==> config.mk <==
export PLATFORM = sky130hd
export DESIGN_NAME = irq_vector_unit
export DESIGN_NICKNAME = d
export VERILOG_FILES = /design/src/rtl/irqv_pkg.sv /design/src/rtl/irqv_pend_latch.sv /design/src/rtl/irqv_prio_arb.sv /design/src/rtl/irqv_addr_form.sv /design/src/rtl/irq_vector_unit.sv
export SDC_FILE = /design/constraint.sdc
export NUM_CORES = 1
export LEC_CHECK = 0
export ABC_AREA = 1
export BUFFER_PORTS_ARGS = -buffer_cell sky130_fd_sc_hd__buf_2
export CORE_UTILIZATION = 44
export CTS_CLUSTER_DIAMETER = 80
export DETAILED_ROUTE_END_ITERATION = 10
export GPL_TIMING_DRIVEN = 0
export PLACE_DENSITY = 0.75
export SYNTH_ARGS = -nofsm -noshare
export SYNTH_HDL_FRONTEND = slang
export SYNTH_SLANG_ARGS = --single-unit
==> constraint.sdc <==
create_clock -name clk -period 2.15 [get_ports clk]
set_clock_uncertainty 0.1 [all_clocks]
set_input_delay 0.3225 -clock clk [delete_from_list [all_inputs] [get_ports clk]]
set_output_delay 0.3225 -clock clk [all_outputs]
set_load 0.02 [all_outputs]
==> src/rtl/irqv_pkg.sv <==
package irqv_pkg;
   localparam int SRC_TRAP = 0;
   localparam int SRC_NMI  = 1;
   localparam int SRC_GRP  = 2;
   localparam int SRC_ASG0 = 3;
   localparam logic [3:0] SRC_NONE = 4'hF;

   // vector of assigned slot k: skips the reserved slot position
   function automatic int unsigned slot_vector(int unsigned k, int unsigned step,
                                               int unsigned rsvd);
      return (k + ((k >= rsvd) ? 1 : 0)) * step;
   endfunction
endpackage

==> src/rtl/irqv_pend_latch.sv <==
module irqv_pend_latch #(
   parameter bit FALL_EDGE = 1'b0
) (
   input  logic clk,
   input  logic rst_n,
   input  logic in_i,
   input  logic clr_i,
   output logic pend_o
);
   logic set_w;

   generate
      if (FALL_EDGE) begin : g_edge
         logic prev_q;
         always_ff @(posedge clk) begin
            if (!rst_n) prev_q <= 1'b1;
            else        prev_q <= in_i;
         end
         assign set_w = prev_q & ~in_i;

         a_r5_edge_latched: assert property (@(posedge clk) disable iff (!rst_n)
            (prev_q && !in_i) |=> pend_o);
      end else begin : g_strobe
         assign set_w = in_i;
      end
   endgenerate

   always_ff @(posedge clk) begin
      if (!rst_n) pend_o <= 1'b0;
      else        pend_o <= (pend_o & ~clr_i) | set_w;
   end

   a_r5_pend_held: assert property (@(posedge clk) disable iff (!rst_n)
      (pend_o && !clr_i) |=> pend_o);
endmodule

==> src/rtl/irqv_prio_arb.sv <==
module irqv_prio_arb #(
   parameter int N     = 14,
   parameter int IDX_W = 4
) (
   input  logic [N-1:0]     req_i,
   output logic             any_o,
   output logic [IDX_W-1:0] idx_o
);
   initial begin
      assert (N < (1 << IDX_W)) else $error("index width too small");
   end

   // bit 0 is the highest priority: scan downwards so the lowest set bit wins
   always_comb begin
      any_o = 1'b0;
      idx_o = '0;
      for (int i = N - 1; i >= 0; i--) begin
         if (req_i[i]) begin
            any_o = 1'b1;
            idx_o = IDX_W'(i);
         end
      end
   end
endmodule

==> src/rtl/irqv_addr_form.sv <==
module irqv_addr_form import irqv_pkg::*; #(
   parameter int N_ASG     = 11,
   parameter int ASG_W     = 4,
   parameter int EXT_W     = 16,
   parameter int BASE_W    = 7,
   parameter int VEC_W     = 9,
   parameter int VEC_STEP  = 4,
   parameter int RSVD_SLOT = 5
) (
   input  logic [ASG_W-1:0]               idx_i,
   input  logic [EXT_W-1:0]               ext_i,
   input  logic [BASE_W-1:0]              base_i,
   output logic [EXT_W+BASE_W+VEC_W-1:0]  addr_o
);
   localparam int TOP_VEC = slot_vector(N_ASG - 1, VEC_STEP, RSVD_SLOT);

   initial begin
      assert (VEC_STEP % 2 == 0) else $error("vector step must keep addresses even");
      assert (TOP_VEC < (1 << VEC_W)) else $error("vectors overflow the vector field");
   end

   logic [VEC_W-1:0] vtab [N_ASG];
   logic [VEC_W-1:0] vec;

   genvar g;
   generate
      for (g = 0; g < N_ASG; g++) begin : g_vtab
         assign vtab[g] = VEC_W'(slot_vector(g, VEC_STEP, RSVD_SLOT));
      end
   endgenerate

   always_comb begin
      vec = '0;
      for (int i = 0; i < N_ASG; i++) begin
         if (idx_i == ASG_W'(i)) vec = vtab[i];
      end
   end

   assign addr_o = {ext_i, base_i, vec};
endmodule

==> src/rtl/irq_vector_unit.sv <==
module irq_vector_unit import irqv_pkg::*; #(
   parameter int          N_PERIPH  = 8,
   parameter int          N_VPERIPH = 4,
   parameter int          EXT_W     = 16,
   parameter int          BASE_W    = 7,
   parameter int          VEC_W     = 9,
   parameter int          VEC_STEP  = 4,
   parameter int          RSVD_SLOT = 5,
   parameter logic [31:0] NMI_ADDR  = 32'h0000_0066,
   parameter logic [31:0] TRAP_ADDR = 32'h0000_0000
) (
   input  logic                 clk,
   input  logic                 rst_n,
   input  logic                 trap_i,
   input  logic                 nmi_n_i,
   input  logic                 int0_pin_i,
   input  logic [N_VPERIPH-1:0] int0_periph_i,
   input  logic                 int1_i,
   input  logic                 int2_i,
   input  logic                 int3_i,
   input  logic [N_PERIPH-1:0]  periph_i,
   input  logic [EXT_W-1:0]     vec_ext_i,
   input  logic [BASE_W-1:0]    vec_base_i,
   input  logic                 ief_set_i,
   input  logic                 ief_clr_i,
   input  logic                 accept_i,
   input  logic                 ack_done_i,
   output logic                 valid_o,
   output logic [3:0]           src_o,
   output logic [31:0]          target_addr_o,
   output logic                 ack_iorq_o,
   output logic                 busy_o,
   output logic                 ief1_o,
   output logic                 ief2_o
);
   localparam int N_ASG  = N_PERIPH + 3;
   localparam int N_SRC  = N_ASG + SRC_ASG0;
   localparam int SRC_W  = 4;
   localparam int ASG_W  = $clog2(N_ASG);
   localparam int ADDR_W = EXT_W + BASE_W + VEC_W;

   initial begin
      assert (ADDR_W == 32) else $error("address fields must total 32 bits");
      assert (N_SRC < 15) else $error("too many sources for the 4-bit code");
   end

   // ---------------- request sampling ----------------
   logic             grp_q;
   logic [N_ASG-1:0] asg_q;

   always_ff @(posedge clk) begin
      if (!rst_n) begin
         grp_q <= 1'b0;
         asg_q <= '0;
      end else begin
         grp_q <= int0_pin_i | (|int0_periph_i);
         asg_q <= {int3_i, periph_i, int2_i, int1_i};
      end
   end

   // ---------------- pending latches ----------------
   logic trap_pend, nmi_pend, trap_clr, nmi_clr;

   irqv_pend_latch #(.FALL_EDGE(1'b0)) u_trap (
      .clk(clk), .rst_n(rst_n), .in_i(trap_i), .clr_i(trap_clr), .pend_o(trap_pend));

   irqv_pend_latch #(.FALL_EDGE(1'b1)) u_nmi (
      .clk(clk), .rst_n(rst_n), .in_i(nmi_n_i), .clr_i(nmi_clr), .pend_o(nmi_pend));

   // ---------------- arbitration ----------------
   logic             ief1_q, ief2_q;
   logic [N_SRC-1:0] elig;
   logic             any;
   logic [SRC_W-1:0] gnt;

   assign elig = {asg_q & {N_ASG{ief1_q}}, grp_q & ief1_q, nmi_pend, trap_pend};

   irqv_prio_arb #(.N(N_SRC), .IDX_W(SRC_W)) u_arb (
      .req_i(elig), .any_o(any), .idx_o(gnt));

   // ---------------- address formation ----------------
   logic [SRC_W-1:0]  asg_off;
   logic [ADDR_W-1:0] asg_addr;
   logic [31:0]       win_addr;

   assign asg_off = gnt - SRC_W'(SRC_ASG0);

   irqv_addr_form #(
      .N_ASG(N_ASG), .ASG_W(ASG_W), .EXT_W(EXT_W), .BASE_W(BASE_W),
      .VEC_W(VEC_W), .VEC_STEP(VEC_STEP), .RSVD_SLOT(RSVD_SLOT)
   ) u_addr (
      .idx_i(asg_off[ASG_W-1:0]), .ext_i(vec_ext_i), .base_i(vec_base_i), .addr_o(asg_addr));

   always_comb begin
      case (gnt)
         SRC_W'(SRC_TRAP): win_addr = TRAP_ADDR;
         SRC_W'(SRC_NMI):  win_addr = NMI_ADDR;
         SRC_W'(SRC_GRP):  win_addr = '0;
         default:          win_addr = asg_addr;
      endcase
   end

   // ---------------- accept / hold ----------------
   logic             take, take_mask;
   logic             busy_q;
   logic [SRC_W-1:0] hsrc_q;
   logic [31:0]      haddr_q;

   assign take      = accept_i & ~busy_q & any;
   assign take_mask = take & (gnt >= SRC_W'(SRC_GRP));
   assign trap_clr  = take & (gnt == SRC_W'(SRC_TRAP));
   assign nmi_clr   = take & (gnt == SRC_W'(SRC_NMI));

   always_ff @(posedge clk) begin
      if (!rst_n) begin
         busy_q  <= 1'b0;
         hsrc_q  <= SRC_NONE;
         haddr_q <= '0;
      end else if (busy_q) begin
         if (ack_done_i) busy_q <= 1'b0;
      end else if (take) begin
         busy_q  <= 1'b1;
         hsrc_q  <= gnt;
         haddr_q <= win_addr;
      end
   end

   always_ff @(posedge clk) begin
      if (!rst_n) begin
         ief1_q <= 1'b0;
         ief2_q <= 1'b0;
      end else if (take_mask || ief_clr_i) begin
         ief1_q <= 1'b0;
         ief2_q <= 1'b0;
      end else if (ief_set_i) begin
         ief1_q <= 1'b1;
         ief2_q <= 1'b1;
      end
   end

   // ---------------- outputs ----------------
   assign valid_o       = busy_q | any;
   assign src_o         = busy_q ? hsrc_q  : (any ? gnt : SRC_NONE);
   assign target_addr_o = busy_q ? haddr_q : (any ? win_addr : 32'h0);
   assign ack_iorq_o    = busy_q & (hsrc_q >= SRC_W'(SRC_ASG0));
   assign busy_o        = busy_q;
   assign ief1_o        = ief1_q;
   assign ief2_o        = ief2_q;

   // ---------------- assertions ----------------
   a_r10_hold_stable: assert property (@(posedge clk) disable iff (!rst_n)
      (busy_o && !ack_done_i) |=> ($stable(src_o) && $stable(target_addr_o) && busy_o));

   a_r8_accept_clears: assert property (@(posedge clk) disable iff (!rst_n)
      (accept_i && !busy_o && valid_o && src_o >= 4'd2) |=> (!ief1_o && !ief2_o));

   a_r2_masked: assert property (@(posedge clk) disable iff (!rst_n)
      (!busy_o && !ief1_o && valid_o) |-> (src_o < 4'd2));

   a_r9_iorq_only_held: assert property (@(posedge clk) disable iff (!rst_n)
      ack_iorq_o |-> (busy_o && src_o >= 4'd3));

   a_r5_nmi_target: assert property (@(posedge clk) disable iff (!rst_n)
      (valid_o && src_o == 4'd1) |-> (target_addr_o == NMI_ADDR));

   a_r4_even: assert property (@(posedge clk) disable iff (!rst_n)
      valid_o |-> !target_addr_o[0]);
endmodule

# ---- Word-level counts from Yosys, hierarchy flattened
# Cells that the tools add are included.
dict set report totals {
  register_bits 53
  latchBits 0
  mem_bits_rw 0
  romBits 0
  input_bits 47
  out_inout_bits 41
  mem_count 0
}
dict set report classes {
  addsub 1
  mul 0
  div_mod_pow 0
  n_lt_le_gt_ge 2
  eq_ne 12
  shifts 0
  muxes 46
  bitwise 20
  reduce_logical 6
}
# cell count
set ops {}
lappend ops {{4-bit 2-to-1 mux} 18}
lappend ops {{32-bit 2-to-1 mux} 2}
lappend ops {{32-bit one-hot mux with 2 select lines} 1}
lappend ops {{6-bit 2-to-1 mux} 4}
lappend ops {{1-bit 2-to-1 mux} 17}
lappend ops {{4-bit by 3-bit == test with 1-bit output, second input constant} 4}
lappend ops {{5-bit 2-to-1 mux} 3}
lappend ops {{4-bit by 2-bit == test with 1-bit output, second input constant} 3}
lappend ops {{4-bit == test, second input constant} 3}
lappend ops {{11-bit AND} 1}
lappend ops {{1-bit AND} 10}
lappend ops {{4-bit by 1-bit == test with 1-bit output, second input constant} 2}
lappend ops {{4-bit by 2-bit greater-or-equal comparator with 1-bit output, second input constant} 2}
lappend ops {{1-bit inverter} 5}
lappend ops {{4-bit zero test} 1}
lappend ops {{1-bit OR} 4}
lappend ops {{2-bit OR reduction} 2}
lappend ops {{4-bit OR reduction} 1}
lappend ops {{4-bit by 2-bit subtractor with 4-bit output, second input constant} 1}
lappend ops {{3-bit 2-to-1 mux} 1}
lappend ops {{2-bit AND reduction} 1}
lappend ops {{1-bit logical OR} 1}

# ---- Logic depth before layout (Yosys ltp)
dict set report depth {
  ltp_word 30
  ltp_mapped 18
  ltp_nobuf 18
}

# ---- Cells and area by module
# A second synthesis with hierarchy kept.
dict set report unflattened {
  cells_unflattened 458
  area_unflattened_um2 3060.4
}
# mod n_inst cells_each area_each_um2 seq_area_each_um2
set by_module_without_submodules {}
lappend by_module_without_submodules {irq_vector_unit 1 353 2434.8 1001.0}
lappend by_module_without_submodules {irqv_addr_form 1 51 316.6 0.0}
lappend by_module_without_submodules {irqv_prio_arb 1 40 200.2 0.0}
lappend by_module_without_submodules {{irqv_pend_latch at u_nmi} 1 8 65.1 40.0}
lappend by_module_without_submodules {{irqv_pend_latch at u_trap} 1 6 43.8 20.0}

# ---- Worst setup path after synthesis
# OpenSTA, ideal clock, no wires.
dict set report synth_path {
  path_kind {register to output}
  start {reg, netlist name ief2_o}
  end {out target_addr_o[6]}
  t_arrival_ps 2361
  slack_ps -634
  path_stages_with_launch 17
  n_path_buf 2
  cell_sequence {dfxtp_1 > buf_6 > nand3_1 > nand2_1 > nand2_1 > nand2_1 > nand2_1 > nand2_1 > nand2_1 > nand2_1 > nand2_1 > nand2_1 > nand2_1 > a21oi_1 > nand2_1 > o21ai_0 > buf_4}
}
# item line_no
set synth_rtl {}
lappend synth_rtl {{to (decl)} irq_vector_unit.sv:30} ;# output logic [31:0] target_addr_o,

==> flow_metrics.py <==
metrics = {
    "synth": {
        "synth_top_area_share_pct": 40.5,
        "synth_edf_count": 0,
        "synth.area.top_cells": "dfxtp_1, nand2_1, o21ai_0",
        "synth_ff_type": "dfxtp_1",
        "syn-instance-count": 345,
        "yosys-top-cells-count": "nand2_1, dfxtp_1, o21ai_0",
        "yosysMostFrequentCell": "nand2_1",
        "ys_seq_elements": 49,
        "synthArstFlopShare_pct": 0,
        "ys_warn_count": 0,
        "syn_avg_cell_area_um2": 7.01,
        "ys_types": 29,
        "synth_top_cell_by_area": "dfxtp_1",
        "ys_seq_area_share_pct": 40.5,
        "mappedNetlistArea_um2": 2420,
    },
    "timing": {
        "fin_setup_tns_ns": -19.20,
        "fin_crit_ns": 2.84,
        "drv_slew": 0,
        "fin_hold_ws_ns": 0.0703,
        "final_hold_viol_count": 0,
        "finalSetupViolations": 36,
        "rsz0062_at_grt": "true",
        "fmax_mhz": 352,
        "tightest_slew_ns": 0.583,
        "slew_headroom_pct": 61.1,
        "period_share_pct": 132,
        "fin_ws_ns": -0.687,
    },
    "flow_run": {
        "drv_cap": 0,
    },
    "global_routing": {
        "antenna_found_initial": 0,
        "grt_max_degree": 15,
        "track_usage_pct": 26.0,
        "first_global_vias": 2653,
        "grt_overflow_total": 0,
        "grt_pass1_wl_um": 12200,
    },
    "placed_design": {
        "dp.cells": 501,
        "dp_hpwl_um": 4590,
        "place_ws_ns": -0.424,
        "place.gp.congestion": 0.767,
        "portBuffers": 84,
    },
    "power": {
        "share_clk_of_total_power_pct": 20.3,
        "p_sw_w": 0.000931,
        "seq_power_share_pct": 40.7,
        "report.power.total_w": 0.00257,
        "p_sw_share_pct": 36.2,
        "p_per_area_nw_per_um2": 622,
        "internal-power_w": 0.00164,
        "ir_drop_uv": 345,
        "leakagePower_nw": 1.97,
        "combPwrFrac_pct": 39.0,
    },
    "critical_path": {
        "critical_path_class": "reg -> out",
        "worstSetupStartpointType": "flop",
        "reg2reg_to": "haddr_q[3]$_SDFFE_PN0P_",
        "cp.arrival_ns": 2.41,
        "crit_fanout": 8,
        "reg2reg_depth": 21,
        "r2r-start": "ief2_o$_SDFFE_PP0P_",
        "cp-startpoint": "ief2_o$_SDFFE_PP0P_",
        "required_ns": 1.73,
        "reg2reg_slack_ns": -0.11,
        "cp-end-kind": "primary output",
    },
    "clocking": {
        "cts_made_buffers": 5,
        "cts_tree": "done",
        "clock_sinks": 49,
        "cts.htree.levels": 2,
        "clock_latency_ns": 0.31,
        "ctsRootBufferMaster": "clkbuf_8",
        "clk_pin_slew_ns": 0.09,
        "cts_buffer_depth": 2,
    },
    "floorplan": {
        "die-area_um2": 5800,
        "start_util_pct": 46.5,
        "ios": 88,
        "design.core.area_um2": 5200,
        "die_w_um": 76.2,
        "rows": 26,
        "die_y_um": 76.2,
    },
    "outcome": {
        "run_status": "finished, violations left",
        "violations": "negative setup slack",
    },
    "routing": {
        "wl_um": 7670,
        "avgRoutedWirePerCell_um": 14.3,
        "first_pass_iters": 4,
        "route.detailed.drc": 0,
        "viasPerCell": 5.14,
        "drt_iter0_drc": 130,
        "antenna_left": 0,
        "via_count": 2765,
    },
    "worst_hold_path": {
        "worstHoldPathType": "in -> reg",
        "hold_depth": 2,
        "min-delay-start": "ief_clr_i",
        "hold_end": "ief2_o$_SDFFE_PP0P_",
    },
    "final_layout": {
        "fillers": 377,
        "areaGrowthSynthToFinish_pct": 70.8,
        "layout-drive-gt1-share_pct": 52.6,
        "layout.cells.non_filler": 538,
        "n_antenna_cell": 0,
        "nNetsFinal": 515,
        "multi_input_area_um2": 1790,
        "regArea_um2": 985,
    },
}
==> cell type report <==
class / count / area share (%)
multi-input combinational: 241 / 43.4
sequential: 49 / 23.8
timing repair buffer: 115 / 21.7
buffer: 24 / 3.94
inverter: 32 / 3.15
tap: 70 / 2.12
clock buffer: 6 / 1.76
clock inverter: 1 / 0.121
==> placed cells by master, fill, tap and decap left out, types with 2 or more instances in the layout <==
master,instances
conb_1,3
o21ai_2,12
inv_4,2
buf_4,29
o21ai_1,4
clkbuf_4,2
nor2_2,2
nand3_2,6
nand2_1,69
clkbuf_1,9
a21oi_4,2
o21ai_4,22
a21oi_1,22
buf_12,2
inv_1,25
inv_2,3
a21oi_2,14
o21ai_0,27
clkbuf_2,6
buf_8,4
nor2_4,4
buf_6,36
dfxtp_1,48
buf_2,52
nand2_2,11
nand2_4,23
nor2_1,8
o211ai_1,3
clkbuf_8,5
==> critical path: stages, from the launching register on <==
cell and delay (ns):
dfxtp_4 0.38, nand2_1 0.10, nand2_2 0.09, nor2_4 0.14
nand4_4 0.11, nor2_4 0.16, clkinv_4 0.11, nand2_4 0.09
nor2_4 0.04, a31oi_4 0.22, buf_12 0.16, buf_8 0.13
nand2_2 0.08, o21ai_4 0.14, buf_6 0.13
==> logic make-up after synthesis <==
group / Yosys count / share of synthesized area (%)
AOI/OAI and AO/OA: 109 / 24.3
DFF: 49 / 40.5
and+or+nand+nor: 129 / 24.1
other: 1 / 0.155
buffers and inverters: 57 / 11.0
==> worst max-delay path by stage <==
stage,end,slack [ns],cells after the start
finish,target_addr_o[30],-0.69,14
global route,target_addr_o[22],-0.81,14
CTS,target_addr_o[30],-0.60,14
detailed placement,target_addr_o[30],-0.42,13
global placement,target_addr_o[30],-0.41,13
floorplan,target_addr_o[6],-0.07,16
==> power by group through the flow <==
| stage | Clock (W) | Sequential, W | Combinational, W |
|---|---|---|---|
| floorplan | 0 | 0.00105 | 0.000509 |
| global placement | 0 | 0.00105 | 0.000696 |
| detailed placement | 0 | 0.00106 | 0.000708 |
| CTS | 0.000529 | 0.00104 | 0.000886 |
| global route | 0.000569 | 0.00106 | 0.00108 |
| finish | 0.000521 | 0.00105 | 0.00100 |
==> routing by layer <==
metal / vias up / global-route usage (%) / routed length (µm)
li1: 1360 / - / -
met1: 1307 / 30.6 / 3030
met2: 79 / 47.1 / 4040
met3: 19 / 4.67 / 415
met4: 0 / 9.42 / 180
met5: - / 0 / 0
==> sequential cells by signal, indices dropped and copies added (netlist names) <==
| signal | count |
|---|---|
| grp_q | 1 |
| u_nmi.pend_o | 1 |
| hsrc_q | 4 |
| busy_o | 1 |
| haddr_q | 28 |
| u_trap.pend_o | 1 |
| asg_q | 11 |
| ief2_o | 1 |
| u_nmi.g_edge.prev_q | 1 |
==> stage by stage <==
step	utilization (%)	area (µm²)
after global routing	79.4	4130
after detailed placement	62.8	3270
after global placement	62.8	3270
final	79.4	4130
after floorplan	-	2760
after CTS	74.4	3870
==> timing repair <==
action | in CTS | in global routing
hold buffers | 0 | 0
gates cloned | 2 | 0
gates resized for setup | 114 | 52
endpoints found under the setup margin | 56 | 67
buffers inserted | 17 | 15
pin swaps | 17 | 23
No activity file was read; power rests on OpenSTA's default activity.
